## src/rtl/tk_pkg.sv

```systemverilog
package tk_pkg;
  // byte offsets decoded by software drivers
  localparam logic [7:0] OFF_CTRL    = 8'h00;
  localparam logic [7:0] OFF_EVENT   = 8'h04;
  localparam logic [7:0] OFF_ADDEND  = 8'h08;
  localparam logic [7:0] OFF_ACCUM   = 8'h0C;
  localparam logic [7:0] OFF_RAW_LO  = 8'h18;
  localparam logic [7:0] OFF_RAW_HI  = 8'h1C;
  localparam logic [7:0] OFF_SYS_LO  = 8'h20;
  localparam logic [7:0] OFF_SYS_HI  = 8'h24;
  localparam logic [7:0] OFF_TGT_LO  = 8'h28;
  localparam logic [7:0] OFF_TGT_HI  = 8'h2C;
  // bit positions
  localparam int CTL_SRST_BIT   = 0;
  localparam int CTL_TGT_EN_BIT = 1;
  localparam int EVT_TGT_BIT    = 1;
endpackage

```

## src/rtl/tk_phase_acc.sv

```systemverilog
module tk_phase_acc #(
  parameter int ACC_W = 32,
  parameter logic [ACC_W-1:0] ADD_RST = '0
) (
  input  logic             clk,
  input  logic             rst_n,
  input  logic             clr,
  input  logic             add_we,
  input  logic             acc_we,
  input  logic [ACC_W-1:0] wdata,
  output logic [ACC_W-1:0] addend_o,
  output logic [ACC_W-1:0] acc_o,
  output logic             tick_o
);
  function automatic logic [ACC_W:0] phase_sum(input logic [ACC_W-1:0] a,
                                               input logic [ACC_W-1:0] b);
    return {1'b0, a} + {1'b0, b};
  endfunction

  logic [ACC_W-1:0] acc_q, add_q;
  logic [ACC_W:0]   sum_w;

  assign sum_w    = phase_sum(acc_q, add_q);
  assign tick_o   = sum_w[ACC_W] & ~clr & ~acc_we;
  assign addend_o = add_q;
  assign acc_o    = acc_q;

  always_ff @(posedge clk or negedge rst_n) begin
    if (!rst_n) begin
      acc_q <= '0;
      add_q <= ADD_RST;
    end else begin
      if (add_we) add_q <= wdata;
      if (clr)         acc_q <= '0;
      else if (acc_we) acc_q <= wdata;
      else             acc_q <= sum_w[ACC_W-1:0];
    end
  end


  wrap_on_carry_chk: assert property (@(posedge clk) disable iff (!rst_n)
    tick_o |=> acc_q < $past(acc_q));

  grow_no_carry_chk: assert property (@(posedge clk) disable iff (!rst_n)
    (!tick_o && !clr && !acc_we) |=> acc_q >= $past(acc_q));
endmodule

```

## src/rtl/tk_time_core.sv

```systemverilog
module tk_time_core #(
  parameter int TIME_W   = 64,
  parameter bit LOADABLE = 1'b1
) (
  input  logic              clk,
  input  logic              rst_n,
  input  logic              clr,
  input  logic              tick,
  input  logic              ld,
  input  logic [TIME_W-1:0] ld_val,
  output logic [TIME_W-1:0] cnt_o
);
  logic [TIME_W-1:0] cnt_q;
  logic              ld_eff;

  assign ld_eff = LOADABLE & ld;
  assign cnt_o  = cnt_q;

  always_ff @(posedge clk or negedge rst_n) begin
    if (!rst_n)      cnt_q <= '0;
    else if (clr)    cnt_q <= '0;
    else if (ld_eff) cnt_q <= ld_val;
    else             cnt_q <= cnt_q + {{(TIME_W-1){1'b0}}, tick};
  end


  single_step_chk: assert property (@(posedge clk) disable iff (!rst_n)
    (!clr && !ld_eff) |=> (cnt_q == $past(cnt_q)) || (cnt_q == $past(cnt_q) + 1'b1));

  exact_load_chk: assert property (@(posedge clk) disable iff (!rst_n)
    (ld_eff && !clr) |=> cnt_q == $past(ld_val));

  soft_clear_chk: assert property (@(posedge clk) disable iff (!rst_n)
    clr |=> cnt_q == '0);
endmodule

```

## src/rtl/tk_target_event.sv

```systemverilog
module tk_target_event #(
  parameter int TIME_W = 64
) (
  input  logic              clk,
  input  logic              rst_n,
  input  logic              clr,
  input  logic              mode_en,
  input  logic              w1c,
  input  logic [TIME_W-1:0] now,
  input  logic [TIME_W-1:0] target,
  output logic              pend_o
);
  function automatic logic reached(input logic [TIME_W-1:0] t,
                                   input logic [TIME_W-1:0] goal);
    return t >= goal;
  endfunction

  logic pend_q, hit_w;

  assign hit_w  = mode_en & reached(now, target);
  assign pend_o = pend_q;

  always_ff @(posedge clk or negedge rst_n) begin
    if (!rst_n)   pend_q <= 1'b0;
    else if (clr) pend_q <= 1'b0;
    else          pend_q <= hit_w | (pend_q & ~w1c);
  end


  rise_cause_chk: assert property (@(posedge clk) disable iff (!rst_n)
    $rose(pend_q) |-> $past(hit_w));

  sticky_chk: assert property (@(posedge clk) disable iff (!rst_n)
    (pend_q && !clr && !w1c) |=> pend_q);
endmodule

```

## src/rtl/tick_timekeeper.sv

```systemverilog
module tick_timekeeper
  import tk_pkg::*;
#(
  parameter int ADDR_W = 6,
  parameter int DATA_W = 32,
  parameter logic [DATA_W-1:0] ADDEND_RST = 32'hF000_0029
) (
  input  logic              clk,
  input  logic              rst_n,
  input  logic              bus_wr,
  input  logic              bus_rd,
  input  logic [ADDR_W-1:0] bus_addr,
  input  logic [DATA_W-1:0] bus_wdata,
  output logic [DATA_W-1:0] bus_rdata,
  output logic              irq
);
  localparam int TIME_W = 2 * DATA_W;

  function automatic logic at(input logic [ADDR_W-1:0] a, input logic [7:0] off);
    return a == ADDR_W'(off);
  endfunction

  logic              soft_rst, mode_q, tick, pend;
  logic              add_we, acc_we, sys_ld, w1c;
  logic [DATA_W-1:0] addend, accum, stage_lo, sys_hi_cap, raw_hi_cap, rdata_q, rd_val;
  logic [DATA_W-1:0] evt_vec;
  logic [TIME_W-1:0] sys_time, raw_time, tgt_q;

  assign soft_rst = bus_wr & at(bus_addr, OFF_CTRL) & bus_wdata[CTL_SRST_BIT];
  assign w1c      = bus_wr & at(bus_addr, OFF_EVENT) & bus_wdata[EVT_TGT_BIT];
  assign add_we   = bus_wr & at(bus_addr, OFF_ADDEND);
  assign acc_we   = bus_wr & at(bus_addr, OFF_ACCUM);
  assign sys_ld   = bus_wr & at(bus_addr, OFF_SYS_HI);

  tk_phase_acc #(.ACC_W(DATA_W), .ADD_RST(ADDEND_RST)) u_acc (
    .clk(clk), .rst_n(rst_n), .clr(soft_rst), .add_we(add_we), .acc_we(acc_we),
    .wdata(bus_wdata), .addend_o(addend), .acc_o(accum), .tick_o(tick));

  tk_time_core #(.TIME_W(TIME_W), .LOADABLE(1'b1)) u_sys (
    .clk(clk), .rst_n(rst_n), .clr(soft_rst), .tick(tick), .ld(sys_ld),
    .ld_val({bus_wdata, stage_lo}), .cnt_o(sys_time));

  tk_time_core #(.TIME_W(TIME_W), .LOADABLE(1'b0)) u_raw (
    .clk(clk), .rst_n(rst_n), .clr(soft_rst), .tick(tick), .ld(1'b0),
    .ld_val('0), .cnt_o(raw_time));

  tk_target_event #(.TIME_W(TIME_W)) u_evt (
    .clk(clk), .rst_n(rst_n), .clr(soft_rst), .mode_en(mode_q), .w1c(w1c),
    .now(sys_time), .target(tgt_q), .pend_o(pend));

  assign evt_vec = DATA_W'(pend) << EVT_TGT_BIT;
  assign irq     = |evt_vec;

  always_comb begin
    rd_val = '0;
    case (bus_addr)
      ADDR_W'(OFF_CTRL):   rd_val = DATA_W'(mode_q) << CTL_TGT_EN_BIT;
      ADDR_W'(OFF_EVENT):  rd_val = evt_vec;
      ADDR_W'(OFF_ADDEND): rd_val = addend;
      ADDR_W'(OFF_ACCUM):  rd_val = accum;
      ADDR_W'(OFF_RAW_LO): rd_val = raw_time[DATA_W-1:0];
      ADDR_W'(OFF_RAW_HI): rd_val = raw_hi_cap;
      ADDR_W'(OFF_SYS_LO): rd_val = sys_time[DATA_W-1:0];
      ADDR_W'(OFF_SYS_HI): rd_val = sys_hi_cap;
      ADDR_W'(OFF_TGT_LO): rd_val = tgt_q[DATA_W-1:0];
      ADDR_W'(OFF_TGT_HI): rd_val = tgt_q[TIME_W-1:DATA_W];
      default:             rd_val = '0;
    endcase
  end

  always_ff @(posedge clk or negedge rst_n) begin
    if (!rst_n) begin
      mode_q     <= 1'b0;
      stage_lo   <= '0;
      tgt_q      <= '0;
      sys_hi_cap <= '0;
      raw_hi_cap <= '0;
      rdata_q    <= '0;
    end else begin
      if (bus_wr) begin
        if (at(bus_addr, OFF_CTRL))   mode_q   <= bus_wdata[CTL_TGT_EN_BIT];
        if (at(bus_addr, OFF_SYS_LO)) stage_lo <= bus_wdata;
        if (at(bus_addr, OFF_TGT_LO)) tgt_q[DATA_W-1:0]      <= bus_wdata;
        if (at(bus_addr, OFF_TGT_HI)) tgt_q[TIME_W-1:DATA_W] <= bus_wdata;
      end
      if (bus_rd) begin
        rdata_q <= rd_val;
        if (at(bus_addr, OFF_SYS_LO)) sys_hi_cap <= sys_time[TIME_W-1:DATA_W];
        if (at(bus_addr, OFF_RAW_LO)) raw_hi_cap <= raw_time[TIME_W-1:DATA_W];
      end
    end
  end

  assign bus_rdata = rdata_q;


  rdata_hold_chk: assert property (@(posedge clk) disable iff (!rst_n)
    !bus_rd |=> $stable(bus_rdata));
endmodule

```

## config.mk

```make
export PLATFORM = sky130hd
export DESIGN_NAME = tick_timekeeper
export DESIGN_NICKNAME = d
export VERILOG_FILES = /design/src/rtl/tk_pkg.sv /design/src/rtl/tk_phase_acc.sv /design/src/rtl/tk_time_core.sv /design/src/rtl/tk_target_event.sv /design/src/rtl/tick_timekeeper.sv
export SDC_FILE = /design/constraint.sdc
export NUM_CORES = 1
export LEC_CHECK = 0
export BUFFER_PORTS_ARGS = -buffer_cell sky130_fd_sc_hd__buf_4
export CORE_MARGIN = 5
export CORE_UTILIZATION = 30
export DETAILED_ROUTE_END_ITERATION = 10
export MAX_ROUTING_LAYER = met4
export PLACE_DENSITY = 0.45
export SLEW_MARGIN = 20
export SYNTH_ARGS = -nofsm -noshare
export SYNTH_HDL_FRONTEND = slang
export SYNTH_SLANG_ARGS = --single-unit
```

## constraint.sdc

```tcl
create_clock -name clk -period 13.63 [get_ports clk]
set_input_delay 0.6815 -clock clk [delete_from_list [all_inputs] [get_ports clk]]
set_output_delay 0.6815 -clock clk [all_outputs]
set_load 0.02 [all_outputs]
```

==> reports/metrics.yaml, run 1 <==
async_flop_share: 1.00
critical_path.max_fanout: 7
gr-usage-all-layers: 0.198
status: "completed"
drive_above_1_share: 0.190
synth_cells: 2072
dieWidth_um: 275
hold_viol: 0
grt-ovfl-total: 0
tightest_slew_ns: 1.17
placedInstanceArea_um2: 22600
clock.fmax_mhz: 178
fin_nets: 2257
ctsResizeCount: 0
synth_cell_type_count: 78
cp_cell_sequence: "ha_1 > inv_1 > fa_1 > nor2b_1 > o2111ai_1 > nand3b_1 > a41oi_1 > o21bai_2 > a221oi_2 > o31a_1 > nor3_1 > ha_1 > ha_1 > and2_1 > and2_1 > nand2_1 > nor3_4 > nand2_2 > or3_1 > a21oi_1"
clkPwrFrac: 0.346
grt_pass1_wl_mm: 110
ys_seq_area_frac: 0.459
cp-end-kind: "flop"
synthFlopType: "dfrtp_1"
hold_path_class: "in2async"
max_stage_delay_ns: 0.63
std_cell_rows: 97
ys_warn_count: 0
vias: 16410
crit_slowest_cell: "nor3_1"
fin_crit_sh: 0.413
coreArea_um2: 69800
hold_buffers: 0
routed_wirelength_mm: 73.8
ir_drop_uv: 79.9
cts.sinks: 386
power.share.switching: 0.332
dieHeight_um: 275
startpoint_type: "flop"
syn-num-nets: 2216
synth_seq_cells: 386
hpwlAfterDp_mm: 51.8
drtAntennaViolNets: 0
layout_common_cells: "dfrtp_1 (379), mux2_2 (189), nand2_1 (187), nor2_1 (130)"
cts_buffer_depth: 3
r2r_slack_ns: 8.00
dieArea_um2: 75600
slew_headroom: 0.198
p_int_uw: 2440
fin_skew_ns: 0.0283
drc: 0
cts_setup_buffers: 0
grt_pass1_vias: 16524
grt_max_degree: 172
seqPwrFrac: 0.412
maxCapViolCount: 0
p_comb_frac: 0.242
leakage_uw: 0.0112
crit_top_cell: "ha_1"
cts_tree: "yes"
path_buf_inv: 1
cts_root_buf: "clkbuf_16"
wl_per_cell_um: 23.9
stdcell_count: 3091
syn_area_per_cell_um2: 10.2
clk_pin_slew_ns: 0.06
power.density_nw_per_um2: 151
worstPathRequired_ns: 14.12
area_delta_synth_final_pct: 15.0
drt-initial-drc-count: 1513
p_sw_uw: 1210
io_pins: 75
cp.arrival_ns: 6.12
rsz0062_at_grt: "false"
setup-violations-final: 0
cp-startpoint: "u_acc.addend_o[0]"
reg2reg_from: "u_acc.addend_o[0]"
syn_area_um2: 21100
p_total_uw: 3650
slew_viol_final: 0
vias_per_cell: 5.31
synth_edf_count: 0
dp_cells: 3002
cts_buffers: 46
fillers: 7057
post-route-min-period_ns: 5.63
port_buffers: 74
place_congestion: 0.900
path_class: "reg2reg"
setup_tns_ns: 0
final_area_um2: 24200
mostFrequentLayoutCell: "dfrtp_1"
crit_family: "simple AND/OR/NAND/NOR gates"
antenna_found_initial: 2
clk_latency_ns: 0.60
htreeDepth: 2
start_util: 0.302
first_pass_iters: 8
finish.utilization: 0.347
==> worst reg2reg max path, stage by stage, from the launching register on <==
cell,delay [ns]
dfstp_2,0.54
ha_1,0.22
inv_1,0.07
fa_1,0.41
nor2b_1,0.18
o2111ai_1,0.20
nand3b_1,0.16
a41oi_1,0.21
o21bai_2,0.36
a221oi_2,0.13
o31a_1,0.27
nor3_1,0.63
ha_1,0.31
ha_1,0.19
and2_1,0.22
and2_1,0.23
nand2_1,0.14
nor3_4,0.41
nand2_2,0.17
or3_1,0.34
a21oi_1,0.17
==> cell type report <==
| type | count | area, um2 | area share |
|---|---|---|---|
| antenna | 2 | 5.00 | 0.000207 |
| multi-input combinational | 1468 | 10600 | 0.439 |
| inverter | 113 | 424 | 0.0175 |
| clock inverter | 16 | 185 | 0.00765 |
| clock buffer | 68 | 1340 | 0.0555 |
| timing repair buffer | 98 | 777 | 0.0321 |
| sequential | 386 | 9670 | 0.399 |
| tap | 940 | 1180 | 0.0486 |
==> logic make-up (layout without fill, tap and decap cells) <==
family	after synthesis	count (layout)	share of synthesized area
AO/OA/AOI/OAI	450	450	0.141
XOR/XNOR	137	137	0.0570
adder cells (fa/ha/maj)	102	102	0.0610
buffers and inverters	218	295	0.0399
flip-flops	386	386	0.459
multiplexers	192	192	0.102
other	0	2	0
AND/OR/NAND/NOR	587	587	0.139
==> path summary, 6_finish.rpt <==
path / to / depth (start not counted)
setup / recovery: u_raw.cnt_o[40] / 20
max in group asynchronous: u_raw.cnt_o[15] / 4
hold reg to reg: sys_hi_cap[21] / 2
hold / removal: tgt_q[55] / 1
setup reg to reg: u_raw.cnt_o[40] / 20
min in group clk: u_acc.acc_o[11] / 3
==> registers in the layout (all words and copies together) (netlist names), 32 cells and up <==
signal / flops
raw_hi_cap: 32
u_acc.addend_o: 32
u_acc.acc_o: 32
tgt_q: 64
bus_rdata: 32
sys_hi_cap: 32
u_sys.cnt_o: 64
stage_lo: 32
u_raw.cnt_o: 64
==> cell usage after synthesis, types with 4 or more instances <==
cell type	number	area (um2)
nor3_1	12	60.1
nand2_1	193	724
o21a_1	6	45.0
a22oi_1	63	473
and4_1	9	78.8
o21bai_1	5	37.5
dfstp_2	7	184
clkbuf_1	82	308
a21oi_1	97	485
buf_1	13	48.8
dfrtp_1	379	9480
a222oi_1	32	320
o21ai_0	113	566
nor2b_1	8	50.1
and2_1	15	93.8
ha_1	101	1260
nor2_1	136	510
o21ai_1	5	25.0
inv_1	113	424
a211oi_1	38	285
mux2_2	189	2130
xnor2_1	51	447
a31oi_1	4	25.0
buf_2	8	40.0
or3_1	17	106
xor2_1	86	753
a21o_1	57	428
nand3_1	55	275
nand2b_1	7	43.8
nand4_1	68	425
and3_1	35	219
==> metrics by stage <==
| stage | hold WS [ns] | setup slack (ns) |
|---|---|---|
| finish | 0.0665 | 8.00 |
| global route | 0.105 | 7.59 |
| CTS | 0.0614 | 7.89 |
| detailed placement | 0.475 | 7.64 |
| global placement | 0.465 | 7.80 |
| floorplan | 0.386 | 9.36 |
==> metal layers <==
layer	routed length [um]	GRT usage
met1	34700	0.275
met2	32700	0.299
met3	4430	0.0415
met4	1870	0.0479
met5	0	-
==> power by group through the flow <==
stage | Combinational [uW] | Clock [uW] | Sequential [uW]
2_1_floorplan | 633 | 0 | 1430
3_3_place_gp | 867 | 0 | 1510
3_5_place_dp | 877 | 0 | 1510
4_1_cts | 883 | 1300 | 1500
5_1_grt | 985 | 1350 | 1520
6_report | 882 | 1260 | 1500
Note: power is estimated with default switching activity, not from simulation.
==> run 2, diff against run 1 <==
==> constraint.sdc (replaced) <==
create_clock -name clk -period 5.7 [get_ports clk]
set_input_delay 0.285 -clock clk [delete_from_list [all_inputs] [get_ports clk]]
set_output_delay 0.285 -clock clk [all_outputs]
set_load 0.02 [all_outputs]
==> run 2 against run 1 <==
Effect of this change:
- register-to-register slack got worse by 7.4 ns
- largest power group unchanged
- largest cell class unchanged
- first-iteration DRC count shrank 5.5%
- sequential power rose by 140%
- setup slack worse by 7.4 ns
- critical endpoint is now u_raw.cnt_o[58]
==> reports/metrics.yaml, run 2 (synthesis gave the netlist of run 1 again) <==
status: "completed"
cp-end-kind: "flop"
fin_skew_ns: 0.0237
wl_per_cell_um: 23.3
setup_tns_ns: 0
drt-initial-drc-count: 1430
antenna_found_initial: 5
routed_wirelength_mm: 72.6
path_buf_inv: 2
hold_viol: 0
mostFrequentLayoutCell: "dfrtp_1"
cts_tree: "yes"
drtAntennaViolNets: 0
htreeDepth: 2
clk_pin_slew_ns: 0.06
crit_top_cell: "ha_1"
cp_cell_sequence: "ha_1 > inv_1 > fa_1 > nor2b_1 > o2111ai_1 > nand3b_1 > a41oi_1 > o21bai_2 > a221oi_2 > o31a_1 > nor3_1 > buf_4 > ha_1 > ha_1 > and2_1 > and2_1 > nand2_1 > nor3_4 > nand2_4 > or3_1 > a21oi_1"
power.density_nw_per_um2: 355
cts.sinks: 386
setup-violations-final: 0
grt_pass1_wl_mm: 109
dieWidth_um: 275
first_pass_iters: 7
crit_family: "simple AND/OR/NAND/NOR gates"
clock.fmax_mhz: 195
hpwlAfterDp_mm: 51.3
layout_common_cells: "dfrtp_1 (379), mux2_2 (189), nand2_1 (187), nor2_1 (130)"
coreArea_um2: 69800
drc: 0
fin_nets: 2280
io_pins: 75
holdWs_ns: 0.0175
grt_max_degree: 122
critical_path.max_fanout: 9
fin_crit_sh: 0.898
dieArea_um2: 75600
leakage_uw: 0.0113
cts_root_buf: "clkbuf_16"
grt-ovfl-total: 0
slew_headroom: 0.239
path_class: "reg2reg"
grt_pass1_vias: 16413
drive_above_1_share: 0.189
cp.arrival_ns: 5.61
dieHeight_um: 275
rsz0062_at_grt: "false"
cts_setup_buffers: 0
vias_per_cell: 5.26
tightest_slew_ns: 1.14
cts_buffers: 46
p_total_uw: 8660
startpoint_type: "flop"
hold_path_class: "in2reg"
start_util: 0.302
area_delta_synth_final_pct: 15.9
clk_latency_ns: 0.59
place_congestion: 0.884
max_stage_delay_ns: 0.55
crit_slowest_cell: "dfstp_2"
post-route-min-period_ns: 5.12
port_buffers: 74
gr-usage-all-layers: 0.196
maxCapViolCount: 0
ir_drop_uv: 208
std_cell_rows: 97
worstPathRequired_ns: 6.19
cts_buffer_depth: 3
vias: 16383
slew_viol_final: 0
[run 2: changes by cell type in the layout (fill, tap and decap cells not counted), sizes merged, moves of 2 or more]
cell	previous run	this run
buf	97	102
bufinv	3	1
clkbuf	69	74
clkinvlp	3	1
diode	2	4
dlygate4sd3	0	19
[run 2: per-layer routing]
layer	vias to the layer above	part of all wire	routed length, um	GRT usage
li1	7556	-	-	-
met1	8308	0.46	33500	0.270
met2	421	0.45	32600	0.299
met3	98	0.062	4510	0.0344
met4	0	0.027	1980	0.0535
met5	-	0	0	-
[run 2: area by class of cell]
class | instances | area, um2
Fill cell | 6999 | 45400
Multi-Input combinational cell | 1468 | 10600
Inverter | 113 | 424
Sequential cell | 386 | 9670
Antenna cell | 4 | 10.0
Clock buffer | 74 | 1430
Tap cell | 940 | 1180
Timing Repair Buffer | 121 | 988
Clock inverter | 10 | 85.1
[run 2: where the power goes]
| part | switching (uW) | leakage (uW) | internal (uW) |
|---|---|---|---|
| logic | 1160 | 0.00544 | 946 |
| registers | 469 | 0.00512 | 3120 |
| clock network | 1210 | 0.000748 | 1750 |
| total | 2840 | 0.0113 | 5820 |
[run 2: final timing paths]
| kind | from | endpoint | cells after the start | slack [ns] |
|---|---|---|---|---|
| worst max-delay path | u_acc.addend_o[0] | u_raw.cnt_o[58] | 21 | 0.58 |
| worst min register to register | stage_lo[30] | stage_lo[30] | 1 | 0.50 |
| min in group asynchronous | rst_n | u_sys.cnt_o[54] | 2 | 0.30 |
| max in group asynchronous | rst_n | u_acc.acc_o[7] | 3 | 4.11 |
| worst max register to register | u_acc.addend_o[0] | u_raw.cnt_o[58] | 21 | 0.58 |
| worst min-delay path | bus_wdata[21] | u_acc.acc_o[21] | 3 | 0.02 |
[run 2: through the flow]
| stage | worst slack, ns | cells | area, um2 | util |
|---|---|---|---|---|
| CTS | 0.486 | 3112 | 24400 | 0.350 |
| global placement | 0.648 | 3009 | 22700 | 0.325 |
| finish | 0.583 | 3116 | 24400 | 0.350 |
| floorplan | 1.43 | 2072 | 21100 | - |
| global route | 0.263 | 3116 | 24400 | 0.350 |
| detailed placement | 0.550 | 3009 | 22700 | 0.325 |
[run 2: tightest hold or removal path: cells and delay by family]
| kind | cells | cell delay [ns] |
|---|---|---|
| buffers and inverters | 1 | 0.15 |
| AO/OA/AOI/OAI | 1 | 0.06 |
| AND/OR/NAND/NOR | 1 | 0.06 |
[run 2: what timing repair did]
action	4_1_cts	5_1_grt
hold buffers	19	0
setup endpoints to repair	0	0
gates resized for setup	0	0
endpoints found under the hold margin	143	0
